===== src/rtl/poller_pkg.sv =====
package poller_pkg;
   typedef enum logic [2:0] {
      ST_IDLE,
      ST_RD_A,
      ST_RD_B,
      ST_RCK_A,
      ST_RCK_B,
      ST_RST_WR,
      ST_DONE
   } poll_state_e;

   typedef enum logic [1:0] {
      BUS_NONE,
      BUS_READ,
      BUS_WRITE
   } bus_op_e;
endpackage


===== src/rtl/poll_bus_port.sv =====
module poll_bus_port #(
   parameter int DATA_W = 8,
   parameter logic [DATA_W-1:0] RESET_CMD = 8'hF0
) (
   input  logic                 clk,
   input  logic                 rst_n,
   input  poller_pkg::bus_op_e  op_i,
   input  logic                 cap_first_i,
   input  logic                 bus_ack_i,
   input  logic [DATA_W-1:0]    bus_rdata_i,
   output logic                 bus_req_o,
   output logic                 bus_we_o,
   output logic [DATA_W-1:0]    bus_wdata_o,
   output logic                 xfer_o,
   output logic [DATA_W-1:0]    first_q_o
);
   import poller_pkg::*;

   assign bus_req_o   = (op_i != BUS_NONE);
   assign bus_we_o    = (op_i == BUS_WRITE);
   assign bus_wdata_o = (op_i == BUS_WRITE) ? RESET_CMD : '0;
   assign xfer_o      = bus_req_o & bus_ack_i;

   always_ff @(posedge clk or negedge rst_n) begin
      if (!rst_n)
         first_q_o <= '0;
      else if (cap_first_i && xfer_o)
         first_q_o <= bus_rdata_i;
   end
endmodule


===== src/rtl/toggle_eval.sv =====
module toggle_eval #(
   parameter int DATA_W     = 8,
   parameter int TOGGLE_BIT = 6,
   parameter int FAIL_BIT   = 5
) (
   input  logic [DATA_W-1:0] first_i,
   input  logic [DATA_W-1:0] second_i,
   output logic              toggling_o,
   output logic              timeout_o
);
   assign toggling_o = first_i[TOGGLE_BIT] ^ second_i[TOGGLE_BIT];
   assign timeout_o  = second_i[FAIL_BIT];
endmodule


===== src/rtl/poll_limit.sv =====
module poll_limit #(
   parameter int CNT_W = 16
) (
   input  logic             clk,
   input  logic             rst_n,
   input  logic             load_i,
   input  logic [CNT_W-1:0] limit_i,
   input  logic             step_i,
   output logic             at_limit_o
);
   logic [CNT_W-1:0] cnt_q;
   logic [CNT_W-1:0] lim_q;
   logic [CNT_W:0]   next_cnt;

   always_ff @(posedge clk or negedge rst_n) begin
      if (!rst_n) begin
         cnt_q <= '0;
         lim_q <= '0;
      end else if (load_i) begin
         cnt_q <= '0;
         lim_q <= (limit_i == '0) ? CNT_W'(1) : limit_i;
      end else if (step_i) begin
         cnt_q <= cnt_q + 1'b1;
      end
   end

   assign next_cnt   = {1'b0, cnt_q} + 1'b1;
   assign at_limit_o = (next_cnt >= {1'b0, lim_q});
endmodule


===== src/rtl/poll_fsm.sv =====
module poll_fsm (
   input  logic                 clk,
   input  logic                 rst_n,
   input  logic                 start_i,
   input  logic                 xfer_i,
   input  logic                 toggling_i,
   input  logic                 timeout_i,
   input  logic                 at_limit_i,
   output poller_pkg::bus_op_e  op_o,
   output logic                 cap_first_o,
   output logic                 load_o,
   output logic                 step_o,
   output logic                 busy_o,
   output logic                 done_o,
   output logic                 pass_o
);
   import poller_pkg::*;

   poll_state_e state_q, state_d;
   logic        pass_q, pass_d;

   always_ff @(posedge clk or negedge rst_n) begin
      if (!rst_n) begin
         state_q <= ST_IDLE;
         pass_q  <= 1'b0;
      end else begin
         state_q <= state_d;
         pass_q  <= pass_d;
      end
   end

   always_comb begin
      state_d     = state_q;
      pass_d      = pass_q;
      op_o        = BUS_NONE;
      cap_first_o = 1'b0;
      load_o      = 1'b0;
      step_o      = 1'b0;
      unique case (state_q)
         ST_IDLE: begin
            if (start_i) begin
               load_o  = 1'b1;
               pass_d  = 1'b0;
               state_d = ST_RD_A;
            end
         end
         ST_RD_A: begin
            op_o        = BUS_READ;
            cap_first_o = 1'b1;
            if (xfer_i) state_d = ST_RD_B;
         end
         ST_RD_B: begin
            op_o = BUS_READ;
            if (xfer_i) begin
               if (!toggling_i) begin
                  pass_d  = 1'b1;
                  state_d = ST_DONE;
               end else if (timeout_i) begin
                  state_d = ST_RCK_A;
               end else if (at_limit_i) begin
                  pass_d  = 1'b0;
                  state_d = ST_RST_WR;
               end else begin
                  step_o  = 1'b1;
                  state_d = ST_RD_A;
               end
            end
         end
         ST_RCK_A: begin
            op_o        = BUS_READ;
            cap_first_o = 1'b1;
            if (xfer_i) state_d = ST_RCK_B;
         end
         ST_RCK_B: begin
            op_o = BUS_READ;
            if (xfer_i) begin
               pass_d  = !toggling_i;
               state_d = toggling_i ? ST_RST_WR : ST_DONE;
            end
         end
         ST_RST_WR: begin
            op_o = BUS_WRITE;
            if (xfer_i) state_d = ST_DONE;
         end
         ST_DONE: state_d = ST_IDLE;
         default: state_d = ST_IDLE;
      endcase
   end

   assign busy_o = (state_q != ST_IDLE);
   assign done_o = (state_q == ST_DONE);
   assign pass_o = pass_q;
endmodule


===== src/rtl/nor_busy_poller.sv =====
module nor_busy_poller #(
   parameter int DATA_W     = 8,
   parameter int TOGGLE_BIT = 6,
   parameter int FAIL_BIT   = 5,
   parameter int CNT_W      = 16,
   parameter bit LIMIT_EN   = 1'b1,
   parameter logic [DATA_W-1:0] RESET_CMD = 8'hF0
) (
   input  logic              clk,
   input  logic              rst_n,
   input  logic              start_i,
   input  logic [CNT_W-1:0]  max_polls_i,
   output logic              busy_o,
   output logic              done_o,
   output logic              pass_o,
   output logic              bus_req_o,
   output logic              bus_we_o,
   output logic [DATA_W-1:0] bus_wdata_o,
   input  logic              bus_ack_i,
   input  logic [DATA_W-1:0] bus_rdata_i
);
   import poller_pkg::*;

   if (TOGGLE_BIT >= DATA_W || FAIL_BIT >= DATA_W) begin : g_bad_bit
      $error("status bit index outside data width");
   end
   if (TOGGLE_BIT == FAIL_BIT) begin : g_bad_same
      $error("toggle and timeout bits must differ");
   end
   if (CNT_W < 1) begin : g_bad_cnt
      $error("CNT_W must be at least 1");
   end

   bus_op_e           op;
   logic              cap_first, load, step, xfer;
   logic              toggling, timeout, at_limit;
   logic [DATA_W-1:0] first_q;

   poll_fsm u_fsm (
      .clk         (clk),
      .rst_n       (rst_n),
      .start_i     (start_i),
      .xfer_i      (xfer),
      .toggling_i  (toggling),
      .timeout_i   (timeout),
      .at_limit_i  (at_limit),
      .op_o        (op),
      .cap_first_o (cap_first),
      .load_o      (load),
      .step_o      (step),
      .busy_o      (busy_o),
      .done_o      (done_o),
      .pass_o      (pass_o)
   );

   poll_bus_port #(.DATA_W(DATA_W), .RESET_CMD(RESET_CMD)) u_bus (
      .clk         (clk),
      .rst_n       (rst_n),
      .op_i        (op),
      .cap_first_i (cap_first),
      .bus_ack_i   (bus_ack_i),
      .bus_rdata_i (bus_rdata_i),
      .bus_req_o   (bus_req_o),
      .bus_we_o    (bus_we_o),
      .bus_wdata_o (bus_wdata_o),
      .xfer_o      (xfer),
      .first_q_o   (first_q)
   );

   toggle_eval #(.DATA_W(DATA_W), .TOGGLE_BIT(TOGGLE_BIT), .FAIL_BIT(FAIL_BIT)) u_eval (
      .first_i    (first_q),
      .second_i   (bus_rdata_i),
      .toggling_o (toggling),
      .timeout_o  (timeout)
   );

   if (LIMIT_EN) begin : g_limit
      poll_limit #(.CNT_W(CNT_W)) u_limit (
         .clk        (clk),
         .rst_n      (rst_n),
         .load_i     (load),
         .limit_i    (max_polls_i),
         .step_i     (step),
         .at_limit_o (at_limit)
      );
   end else begin : g_nolimit
      assign at_limit = 1'b0;
   end
endmodule


===== config.mk =====
export PLATFORM = sky130hd
export DESIGN_NAME = nor_busy_poller
export DESIGN_NICKNAME = d
export VERILOG_FILES = /design/src/rtl/poller_pkg.sv /design/src/rtl/poll_bus_port.sv /design/src/rtl/toggle_eval.sv /design/src/rtl/poll_limit.sv /design/src/rtl/poll_fsm.sv /design/src/rtl/nor_busy_poller.sv
export SDC_FILE = /design/constraint.sdc
export NUM_CORES = 1
export LEC_CHECK = 0
export BUFFER_PORTS_ARGS = -buffer_cell sky130_fd_sc_hd__buf_2
export CAP_MARGIN = 25
export CELL_PAD_IN_SITES_DETAIL_PLACEMENT = 0
export CELL_PAD_IN_SITES_GLOBAL_PLACEMENT = 1
export CORE_ASPECT_RATIO = 1.1
export CORE_MARGIN = 5
export CORE_UTILIZATION = 39
export CTS_CLUSTER_SIZE = 10
export DETAILED_ROUTE_END_ITERATION = 6
export GPL_TIMING_DRIVEN = 0
export PLACE_DENSITY = 0.75
export RECOVER_POWER = 50
export SKIP_CTS_REPAIR_TIMING = 1
export SLEW_MARGIN = 20
export SYNTH_ARGS = -nofsm -noshare
export SYNTH_HDL_FRONTEND = slang
export SYNTH_SLANG_ARGS = --single-unit

===== constraint.sdc =====
create_clock -name clk -period 3.1 [get_ports clk]
set_input_delay 0.62 -clock clk [delete_from_list [all_inputs] [get_ports clk]]
set_output_delay 0.62 -clock clk [all_outputs]
set_load 0.005 [all_outputs]

### Yosys cells after proc, flatten, opt, wreduce, memory -nomap -nowiden

Cells that the tools add are included.

| word-level totals | value |
|---|---|
| bits in registers | 43 |
| bits of input ports | 28 |
| output and inout port bits | 13 |
| word-level logic and storage cells | 68 |

| cells by class | value |
|---|---|
| add/sub/neg operators | 2 |
| magnitude comparators | 1 |
| equality and inequality tests | 15 |
| multiplexer cells | 31 |
| bitwise gates (word level) | 2 |
| reductions and logical operators | 12 |

Operator list:

| kind | number |
|---|---|
| 16-bit 2-to-1 mux | 3 |
| 3-bit 2-to-1 mux | 9 |
| 3-bit case mux with 6 select lines | 1 |
| 16-bit by 1-bit adder with 17-bit output, second input constant | 1 |
| 17-bit by 16-bit >= comparator with 1-bit output | 1 |
| 16-bit by 1-bit adder with 16-bit output, second input constant | 1 |
| 16-bit zero test | 1 |
| 1-bit 2-to-1 mux | 14 |
| 6-bit AND reduction | 2 |
| 2-bit by 1-bit != test with 1-bit output, second input constant | 5 |
| 3-bit equality test, second input constant | 3 |
| 8-bit 2-to-1 mux | 1 |
| 3-bit by 2-bit equality test with 1-bit output, second input constant | 2 |
| 3-bit != test, second input constant | 2 |
| 3-bit nonzero test | 2 |
| 2-bit case mux with 2 select lines | 1 |
| 2-bit nonzero test | 2 |
| 4-bit OR reduction | 1 |
| 3-bit by 1-bit equality test with 1-bit output, second input constant | 1 |
| 3-bit zero test | 1 |
| 1-bit case mux with 3 select lines | 1 |
| 2-bit equality test, second input constant | 1 |
| 2-bit 2-to-1 mux | 1 |
| 2-bit != test, second input constant | 1 |
| other kinds (5) | 5 |

### Logic depth before layout (Yosys ltp)

Gate-level depths: netlist of the first run.

| depth | value |
|---|---|
| depth in word-level cells | 9 |
| gate-level depth with buffers | 14 |

### Modules after synthesis

A second synthesis of the first run with hierarchy kept.

| unflattened totals | value |
|---|---|
| cell total of the unflattened synthesis | 294 |
| area, all modules | 2758.9 um2 |

By module, submodules not included:

| module | times used | cells an instance | area each (um2) | seq. area each (um2) |
|---|---|---|---|---|
| poll_limit | 1 | 223 | 1976.9 | 800.8 |
| poll_bus_port | 1 | 29 | 394.1 | 200.2 |
| poll_fsm | 1 | 40 | 371.6 | 100.1 |
| toggle_eval | 1 | 2 | 16.3 | 0.0 |

### Least setup slack after synthesis of the first run

Ideal clock, no wire load.

| timing | value |
|---|---|
| kind | reg2reg |
| start point | register g_limit.u_limit.cnt_q[0] |
| end point | register g_limit.u_limit.cnt_q[10] |
| setup time | 0.125 ns |
| arrival time | 3.320 ns |
| data required time | 2.975 ns |
| path slack | -0.345 ns |
| stages on the path, launching flop included | 15 |
| period minus slack after synthesis | 3.445 ns |
| cell sequence | dfrtp_1 > ha_1 > nand4_1 > nor3_1 > and3_2 > xor2_1 > ha_1 > nand4_1 > nor2_1 > a211o_1 > a211o_4 > or2_1 > buf_6 > buf_12 > mux2_4 |

| between the ends | value |
|---|---|
| longest elaborated chain between the ends | 8 |
| elaborated cells on any way between the ends | 11 |
| classes of those cells | add/sub: 2; order compare: 1; mux: 7; reduce/logical: 1 |

RTL lines:

| what | line | RTL |
|---|---|---|
| start, declared | poll_limit.sv:11 | `logic [CNT_W-1:0] cnt_q;` |
| start signal, assigned | poll_limit.sv:23 | `cnt_q <= cnt_q + 1'b1;` |
| 16-bit by 1-bit adder with 17-bit output | poll_limit.sv:27 | `assign next_cnt = {1'b0, cnt_q} + 1'b1;` |
| 17-bit by 16-bit >= comparator with 1-bit output | poll_limit.sv:28 | `assign at_limit_o = (next_cnt >= {1'b0, lim_q});` |
| 1-bit 2-to-1 mux | poll_fsm.sv:60 | `end else if (at_limit_i) begin` |
| 1-bit 2-to-1 mux | poll_fsm.sv:58 | `end else if (timeout_i) begin` |
| 1-bit 2-to-1 mux | poll_fsm.sv:55 | `if (!toggling_i) begin` |
| 1-bit 2-to-1 mux | poll_fsm.sv:54 | `if (xfer_i) begin` |
| 1-bit 2-to-1 mux | poll_fsm.sv:39 | `unique case (state_q)` |
| 2-bit nonzero test (no source line) | - |  |

Several ways; a longest one is shown, not always the timed one. The select of a mux whose other input is x is not followed.
A chain may end at the register's enable or synchronous reset.

### Worst setup path in the final report of the first run

| timing | value |
|---|---|
| start point | register g_limit.u_limit.cnt_q[1] |
| end point | register g_limit.u_limit.cnt_q[7] |

Same word-level chain as after synthesis.

==> qor.csv, run 1 <==
metric;value;unit
drc_errors;0;
crit_chain;ha_4 -> nand4_1 -> nor3_4 -> and3_4 -> xor2_2 -> ha_1 -> nand4_1 -> nor2_1 -> a211o_1 -> a211o_4 -> or2_1 -> buf_6 -> buf_12 -> mux2_4;
swShare;35.2;%
grt_usage;14.0;%
first_pass_iters;4;
cpMaxStageDelayCell;dfrtp_1;
grt_pass1_vias;1933;
layoutNonFillerInstCount;392;
finalHoldViolations;0;
worstPathRequired;3.29;ns
dpl-instance-area;2790;um^2
dp.cells;371;
vias;2020;
routabilityCongestion;0.781;
p_clk_share;22.7;%
cts_tree;built;
r2r_slack;-0.45;ns
synth_edf_count;0;
yosysWarnings;0;
hp-class;reg -> reg;
rsz0062_at_grt;true;
status;finished with violations;
critPathLaunchType;register;
cts.path.max_buffers;2;
worstSetupPathType;reg -> reg;
cp-end-kind;register;
crit_top_cell;nand4_1;
switchingPower;0.674;mW
arrival;3.73;ns
violations;capacitance limit, slew limit, setup timing;
wire_per_inst;14.4;um
path_buf_inv;2;
max_freq;282;MHz
ir_worst_vdd;0.258;mV
ys.flop_type;dfrtp_1;
syn_inst;258;
cts.sink_count;37;
p_leak;1.57;nW
path_depth;14;
worst_slew_pin_slew;2.07;ns
whs_path_depth;2;
synth.distinct_cells;47;
antenna_found_initial;0;
ys_ff_latch;37;
critPathMaxFanout;6;
comb_power_share;40.2;%
p_seq_share;37.1;%
cts_buffers;5;
setup_ws;-0.448;ns
ys_seq_area_share;36.9;%
fin_crit;3.55;ns
netlist_area;2510;um^2
fin_area;3150;um^2
diodes;0;
finalSetupViolations;16;
max_stage_delay;0.44;ns
clkLatencyLatePin;0.30;ns
clk_pin_slew_worst_paths;0.08;ns
io_pins;41;
fin_util;50.5;%
grt_pass1_wl;9010;um
synthToLayoutAreaGrowth;25.2;%
fillerInstances;611;
routed_wl;5640;um
cpLargestDelayFamily;simple AND/OR/NAND/NOR gates;
synth_top_area_share;36.9;%
finalNetCount;356;
synth_area_leader_cell;dfrtp_1;
clock-root-buffer;clkbuf_8;
synth_area_leaders;dfrtp_1 37%, mux2_2 10%, ha_1 8.5%;
postRouteAntennaNets;0;
async_flop_share;100;%
grt-ovfl-total;0;
rows;30;
slew_violations;38;
drtIter0Drc;66;
finalClockSkew;0.00489;ns
internal_power;1.24;mW
coreArea;6230;um^2
reg2regPathDepth;14;
powerDensity;609;nW/um^2
io_buffer_count;30;
post-route-period-util;114;%
via_per_inst;5.15;
drive_gt1_share;36.2;%
dp_hpwl;4090;um
slew_headroom;-38.3;%
h-tree-depth;2;
cap_violations;1;
grt_max_degree;38;
start_util;40.3;%
postSynthAreaPerCell;9.74;um^2
die_h;94.2;um
die_w;86.5;um
die-area;8150;um^2
[routing by layer]
| metal | up-vias | global-route usage [%] | share of wire (%) |
|---|---|---|---|
| li1 | 1000 | - | - |
| met1 | 971 | 17.9 | 47 |
| met2 | 41 | 23.5 | 48 |
| met3 | 8 | 2.81 | 4.1 |
| met4 | 0 | 4.29 | 1.3 |
| met5 | - | 0 | 0 |
[placed cells by master, fill, tap and decap left out, types with 2 or more instances in the layout]
cell	Yosys	routed
nor4_4	0	2
nor3_1	4	3
nand2_1	23	23
xor2_1	5	3
nand3_1	9	8
mux2_2	23	23
a21oi_1	13	12
clkbuf_1	6	7
buf_4	8	20
nor2b_1	2	2
inv_1	20	20
dfrtp_1	37	36
xor2_2	0	2
clkbuf_8	0	5
nor4_1	6	4
o22ai_1	3	3
conb_1	1	4
a211oi_1	4	4
xnor2_1	6	5
buf_2	0	29
a31o_4	0	4
nand2b_1	7	7
nand4b_1	2	2
ha_1	17	16
a21boi_0	2	2
and2_1	8	8
and3_4	3	4
nand4_1	2	2
nand3b_1	2	2
mux2_4	4	4
nor2_1	8	8
o21ai_0	7	6
[power groups by stage]
| stage | combinational (mW) | clock [mW] | sequential (mW) |
|---|---|---|---|
| 5_1_grt | 0.882 | 0.465 | 0.734 |
| 4_1_cts | 0.719 | 0.450 | 0.712 |
| 6_report | 0.770 | 0.434 | 0.711 |
| 2_1_floorplan | 0.537 | 0 | 0.697 |
| 3_5_place_dp | 0.715 | 0 | 0.723 |
| 3_3_place_gp | 0.707 | 0 | 0.716 |
[cell usage after synthesis, types with 2 or more instances]
| cell type | instances |
|---|---|
| a211oi_1 | 4 |
| a21boi_0 | 2 |
| a21oi_1 | 13 |
| a31o_2 | 5 |
| a41oi_1 | 2 |
| and2_1 | 8 |
| and3_2 | 2 |
| and3_4 | 3 |
| buf_4 | 8 |
| clkbuf_1 | 6 |
| dfrtp_1 | 37 |
| ha_1 | 17 |
| inv_1 | 20 |
| mux2_2 | 23 |
| mux2_4 | 4 |
| nand2_1 | 23 |
| nand2b_1 | 7 |
| nand3_1 | 9 |
| nand3b_1 | 2 |
| nand4_1 | 2 |
| nand4b_1 | 2 |
| nor2_1 | 8 |
| nor2b_1 | 2 |
| nor3_1 | 4 |
| nor4_1 | 6 |
| o21ai_0 | 7 |
| o22ai_1 | 3 |
| xnor2_1 | 6 |
| xor2_1 | 5 |
[stage by stage]
step | total power [mW] | hold WS, ns | setup slack, ns | TNS [ns]
global placement | 1.42 | 0.478 | -0.705 | -9.73
detailed placement | 1.44 | 0.482 | -0.702 | -9.76
global route | 2.08 | 0.528 | -0.610 | -9.05
floorplan | 1.23 | 0.324 | -0.154 | -1.10
CTS | 1.88 | 0.462 | -0.713 | -9.96
finish | 1.91 | 0.495 | -0.448 | -6.36
[area by class of cell]
class,instances,area (um^2),area share [%]
Clock inverter,3,46.3,1.47
Timing Repair Buffer,43,264,8.39
Sequential cell,37,927,29.5
Clock buffer,5,68.8,2.19
Inverter,20,75.1,2.39
Multi-Input combinational cell,187,1550,49.2
Tap cell,80,100,3.18
Buffer,17,118,3.74
[flip-flops by register name (all words and copies together) (netlist names)]
signal                 flops
u_fsm.state_q              3
u_bus.first_q_o            1
g_limit.u_limit.cnt_q     16
u_fsm.pass_o               1
g_limit.u_limit.lim_q     16
[kinds of logic after synthesis]
kind of cell,count (synthesis),synth area share [%]
simple gates,84,18.3
compound gates,43,11.7
flops,37,36.9
buf+inv,37,7.67
mux,28,13.1
fa+ha+maj,17,8.47
xor+xnor,11,3.83
other cells,1,0.149
[final timing paths]
path,start,to
max in group asynchronous,rst_n,g_limit.u_limit.cnt_q[0]
setup reg to reg,g_limit.u_limit.cnt_q[1],g_limit.u_limit.cnt_q[7]
min in group asynchronous,rst_n,u_fsm.state_q[1]
hold / removal,g_limit.u_limit.lim_q[0],g_limit.u_limit.lim_q[0]
hold reg to reg,g_limit.u_limit.lim_q[0],g_limit.u_limit.lim_q[0]
setup / recovery,g_limit.u_limit.cnt_q[1],g_limit.u_limit.cnt_q[7]
[worst register-to-register path: cells and delay by family, from the launching register on]
kind	cells	cell delay, ns
adders and majority gates	2	0.43
DFF	1	0.44
AOI/OAI and AO/OA	2	0.65
xor gates and xnor gates	1	0.16
muxes	1	0.29
buffers and inverters	2	0.28
and+or+nand+nor	6	1.18
Note: power is estimated with default switching activity, not from simulation.
==> inputs of run 2 (changes only) <==
--- a/config.mk
+++ b/config.mk
@@ -12,6 +12,7 @@
 export CORE_ASPECT_RATIO = 1.1
 export CORE_MARGIN = 5
 export CORE_UTILIZATION = 39
+export CTS_BUF_LIST = sky130_fd_sc_hd__clkbuf_16
 export CTS_CLUSTER_SIZE = 10
 export DETAILED_ROUTE_END_ITERATION = 6
 export GPL_TIMING_DRIVEN = 0
==> run 2 against run 1 <==
Against the previous run: sequential power up 0.6%; highest routed layer unchanged; critical path depth unchanged; power is 8.2% higher; worst setup slack gained 0.0082 ns; sequential share of layout area shrank 0.54 points; count of clock-buffer cells in the layout unchanged; register-to-register slack hardly changed; non-clock buffer count stayed put; the run still ends with capacitance limit, slew limit, setup timing left; via count decreased by 0.30%.
==> qor.csv, run 2 (synthesized netlist as in run 1, its figures left out) <==
metric;value;unit
arrival;3.71;ns
swShare;33.4;%
postRouteAntennaNets;0;
vias;2014;
routabilityCongestion;0.781;
hp-class;reg -> reg;
cts_tree;built;
diodes;0;
h-tree-depth;2;
io_pins;41;
status;finished with violations;
finalSetupViolations;16;
powerDensity;647;nW/um^2
p_total;2.07;mW
layoutNonFillerInstCount;392;
grt-ovfl-total;0;
worstPathRequired;3.27;ns
first_pass_iters;4;
final_common_cell;dfrtp_1;
crit_path_start;g_limit.u_limit.cnt_q[1];
clock-root-buffer;clkbuf_16;
cts.sink_count;37;
min_from;g_limit.u_limit.lim_q[0];
rows;30;
p_clk_share;28.5;%
cpMaxStageDelayCell;dfrtp_1;
cp-end-kind;register;
crit_chain;ha_4 -> nand4_1 -> nor3_4 -> and3_4 -> xor2_2 -> ha_1 -> nand4_1 -> nor2_1 -> a211o_1 -> a211o_4 -> or2_1 -> buf_6 -> buf_12 -> mux2_4;
grt_usage;13.9;%
r2r_start;g_limit.u_limit.cnt_q[1];
dp.cells;371;
clkLatencyLatePin;0.28;ns
setup_ws;-0.439;ns
critPathMaxFanout;6;
post-route-period-util;114;%
internal_power;1.38;mW
slew_violations;38;
whs;0.493;ns
drtIter0Drc;50;
cts.path.max_buffers;2;
fin_crit;3.54;ns
rsz0062_at_grt;true;
max_stage_delay;0.45;ns
die-area;8150;um^2
worstSetupPathType;reg -> reg;
coreArea;6230;um^2
antenna_found_initial;0;
synthToLayoutAreaGrowth;27.6;%
dp_hpwl;4090;um
finalHoldViolations;0;
io_buffer_count;30;
grt_max_degree;38;
routed_wl;5590;um
p_seq_share;34.5;%
via_per_inst;5.14;
fin_area;3210;um^2
dpl-instance-area;2790;um^2
cap_violations;1;
ir_worst_vdd;0.276;mV
fin_util;51.4;%
mostFrequentLayoutCells;36 x dfrtp_1, 29 x buf_2, 23 x mux2_2;
drc_errors;0;
slew_headroom;-37.4;%
max_freq;283;MHz
finalNetCount;356;
worst_slew_pin_slew;2.06;ns
wire_per_inst;14.3;um
top_regs;g_limit.u_limit.cnt_q: 16 flops, g_limit.u_limit.lim_q: 16 flops, u_fsm.state_q: 3 flops;
die_w;86.5;um
switchingPower;0.692;mW
finalClockSkew;0.00244;ns
drive_gt1_share;36.5;%
clk_pin_slew_worst_paths;0.06;ns
start_util;40.3;%
critPathLaunchType;register;
grt_pass1_wl;8940;um
cts_buffers;5;
crit_top_cell;nand4_1;
p_leak;1.60;nW
die_h;94.2;um
violations;capacitance limit, slew limit, setup timing;
grt_pass1_vias;1918;
comb_power_share;37.0;%
[run 2: cell counts in the layout (fill, tap and decap cells not counted)]
Identical to the previous run, type by type.
[run 2: path summary, 6_finish.rpt]
check,end,slack (ns),cells past startpoint
min reg2reg,g_limit.u_limit.lim_q[0],0.49,2
max,g_limit.u_limit.cnt_q[10],-0.44,14
min in group asynchronous,u_fsm.state_q[1],0.93,1
max reg2reg,g_limit.u_limit.cnt_q[10],-0.44,14
max in group asynchronous,g_limit.u_limit.cnt_q[0],0.84,1
min,g_limit.u_limit.lim_q[0],0.49,2
[run 2: power groups by stage]
stage / Sequential [mW] / Combinational, mW / Clock, mW
after global routing: 0.736 / 0.879 / 0.623
after global placement: 0.716 / 0.707 / 0
after floorplan: 0.697 / 0.537 / 0
after detailed placement: 0.723 / 0.715 / 0
final: 0.715 / 0.767 / 0.591
after CTS: 0.713 / 0.720 / 0.606
[run 2: critical path: cells and delay by family (launching register included)]
family          cells  cell delay (ns)
fa+ha+maj           2             0.43
flops               1             0.45
mux                 1             0.29
buf+inv             2             0.27
xor+xnor            1             0.17
compound gates      2             0.66
simple gates        6             1.14
[run 2: cell type report]
type | instances | area, um^2
buffer | 17 | 118
clock inverter | 3 | 46.3
sequential | 37 | 927
multi-input combinational | 187 | 1550
clock buffer | 5 | 125
timing repair buffer | 43 | 264
fill | 609 | 3030
tap | 80 | 100
inverter | 20 | 75.1
[run 2: layer usage]
layer  vias up  track usage [%]  part of all wire (%)
met3         6             2.81                   4.4
met4         0             4.29                  0.84
li1       1000                -                     -
met5         -                0                     0
met2        46             23.2                    48
met1       962             17.9                    47
[run 2: stage by stage]
stage	setup TNS (ns)	setup slack [ns]
2_1_floorplan	-1.10	-0.154
3_3_place_gp	-9.73	-0.705
3_5_place_dp	-9.76	-0.702
4_1_cts	-10.04	-0.719
5_1_grt	-8.43	-0.570
6_report	-6.26	-0.439
==> inputs of run 3 (changes only) <==
--- a/config.mk
+++ b/config.mk
@@ -11,15 +11,16 @@
 export CELL_PAD_IN_SITES_GLOBAL_PLACEMENT = 1
 export CORE_ASPECT_RATIO = 1.1
 export CORE_MARGIN = 5
-export CORE_UTILIZATION = 39
+export CORE_UTILIZATION = 40
 export CTS_BUF_LIST = sky130_fd_sc_hd__clkbuf_16
 export CTS_CLUSTER_SIZE = 10
 export DETAILED_ROUTE_END_ITERATION = 6
 export GPL_TIMING_DRIVEN = 0
-export PLACE_DENSITY = 0.75
+export PLACE_DENSITY = 0.76
 export RECOVER_POWER = 50
 export SKIP_CTS_REPAIR_TIMING = 1
 export SLEW_MARGIN = 20
 export SYNTH_ARGS = -nofsm -noshare
 export SYNTH_HDL_FRONTEND = slang
+export SYNTH_HIERARCHICAL = 1
 export SYNTH_SLANG_ARGS = --single-unit
==> run 3 against run 2 <==
Against the previous run: the flow still finishes with violations (capacitance limit, slew limit, setup timing); synthesized cell count grew 8.5%; critical path type unchanged; final cell count grew 6.6%; design area up 0.35%; wire length is 2.9% higher; combinational power up 19%.
==> qor.csv, run 3 <==
metric;value;unit
arrival;3.80;ns
drc_errors;0;
worst_slew_pin_slew;2.03;ns
cpLargestDelayFamily;simple AND/OR/NAND/NOR gates;
clk_pin_slew_worst_paths;0.05;ns
whs_path_depth;1;
cpMaxStageDelayCell;dfrtp_2;
critPathMaxFanout;8;
yosysWarnings;6;
dp.cells;392;
postSynthAreaPerCell;8.95;um^2
ir_worst_vdd;0.253;mV
first_pass_iters;4;
grt-ovfl-total;0;
violations;capacitance limit, slew limit, setup timing;
hp-class;reg -> reg;
rows;30;
via_per_inst;5.15;
max_freq;278;MHz
syn_inst;280;
clock-root-buffer;clkbuf_16;
die_w;85.5;um
start_util;40.9;%
fin_tns_setup;-4.69;ns
place_ws;-0.580;ns
diodes;0;
finalNetCount;383;
synthToLayoutAreaGrowth;28.4;%
whs;0.502;ns
critPathLaunchType;register;
h-tree-depth;2;
r2r_start;g_limit.u_limit/cnt_q[0];
r2r_slack;-0.50;ns
fin_crit;3.60;ns
switchingPower;0.749;mW
status;finished with violations;
post-route-period-util;116;%
grt_pass1_vias;1898;
io_pins;41;
comb_power_share;44.3;%
worstSetupPathType;reg -> reg;
rsz0062_at_grt;true;
whs_endpoint;u_fsm/pass_o;
min_from;u_fsm/pass_o;
routabilityCongestion;0.833;
reg2regPathDepth;16;
dp_hpwl;4100;um
io_buffer_count;29;
layoutNonFillerInstCount;418;
cp-end-kind;register;
grt_usage;14.4;%
max_stage_delay;0.41;ns
cap_violations;1;
antenna_found_initial;0;
cts_tree;built;
path_buf_inv;2;
clkLatencyLatePin;0.28;ns
worstPathRequired;3.30;ns
mostFrequentLayoutCells;34 x dfrtp_1, 28 x buf_4, 28 x buf_2;
die_h;93.0;um
swShare;36.5;%
powerDensity;639;nW/um^2
finalClockSkew;0.00547;ns
netlist_area;2500;um^2
crit_chain;ha_4 -> and4_1 -> buf_6 -> and3_4 -> nand3_2 -> xnor2_1 -> ha_1 -> nand4_1 -> nor2_1 -> o31ai_2 -> o2111ai_4 -> nor4b_4 -> nand4_1 -> clkbuf_8 -> or3_4 -> a21oi_2;
finalSetupViolations;17;
routed_wl;5760;um
slew_headroom;-35.1;%
internal_power;1.31;mW
cts_buffers;5;
finalHoldViolations;0;
drive_gt1_share;32.5;%
grt_pass1_wl;9080;um
top_regs;g_limit.u_limit/cnt_q: 16 flops, g_limit.u_limit/lim_q: 16 flops, u_fsm/state_q: 3 flops;
coreArea;6120;um^2
p_leak;1.52;nW
final_common_cell;dfrtp_1;
r2r-end;g_limit.u_limit/cnt_q[13];
grt_max_degree;38;
crit_top_cell;nand4_1;
slew_violations;38;
wire_per_inst;13.8;um
vias;2151;
die-area;7950;um^2
p_clk_share;22.5;%
postRouteAntennaNets;0;
cts.sink_count;37;
setup_ws;-0.499;ns
p_seq_share;33.2;%
drtIter0Drc;91;
cts.path.max_buffers;2;
==> run 3: power by group through the flow <==
stage	Clock (mW)	Combinational (mW)	Sequential (mW)
final	0.462	0.910	0.682
after global routing	0.500	1.03	0.696
after CTS	0.478	0.810	0.689
after detailed placement	0	0.806	0.697
after global placement	0	0.800	0.693
after floorplan	0	0.604	0.681
==> run 3: area by class of cell <==
cell class              instances  area, um^2
plain buffers                  21         160
clock buffers                   5         125
clock inverters                 2        7.51
fillers                       583        2900
inverters                      21        78.8
multi-input cells             203        1520
flip-flops and latches         37         930
well taps                      80         100
repair buffers                 49         298
==> run 3: per-layer routing <==
| layer | track usage [%] | wire length [um] | part of all wire, % |
|---|---|---|---|
| met1 | 20.0 | 2760 | 48 |
| met2 | 22.2 | 2650 | 46 |
| met3 | 3.35 | 253 | 4.4 |
| met4 | 4.35 | 91 | 1.6 |
| met5 | 0 | 0 | 0 |
==> run 3: metrics by stage <==
stage / area [um^2] / util, % / power, mW
final: 3220 / 52.6 / 2.05
after global placement: 2810 / 45.9 / 1.49
after floorplan: 2560 / - / 1.28
after detailed placement: 2810 / 45.9 / 1.50
after CTS: 2940 / 48.1 / 1.98
after global routing: 3220 / 52.6 / 2.23
==> run 3: how the worst max path moves through the flow <==
| stage | startpoint | end | slack (ns) | cells after the start |
|---|---|---|---|---|
| 2_1_floorplan | g_limit.u_limit/cnt_q[1] | g_limit.u_limit/cnt_q[9] | -0.12 | 15 |
| 3_3_place_gp | g_limit.u_limit/cnt_q[1] | g_limit.u_limit/cnt_q[9] | -0.54 | 15 |
| 3_5_place_dp | g_limit.u_limit/cnt_q[1] | g_limit.u_limit/cnt_q[13] | -0.58 | 15 |
| 4_1_cts | g_limit.u_limit/cnt_q[1] | g_limit.u_limit/cnt_q[13] | -0.63 | 15 |
| 5_1_grt | g_limit.u_limit/cnt_q[0] | g_limit.u_limit/cnt_q[13] | -0.66 | 15 |
| 6_report | g_limit.u_limit/cnt_q[0] | g_limit.u_limit/cnt_q[13] | -0.50 | 16 |
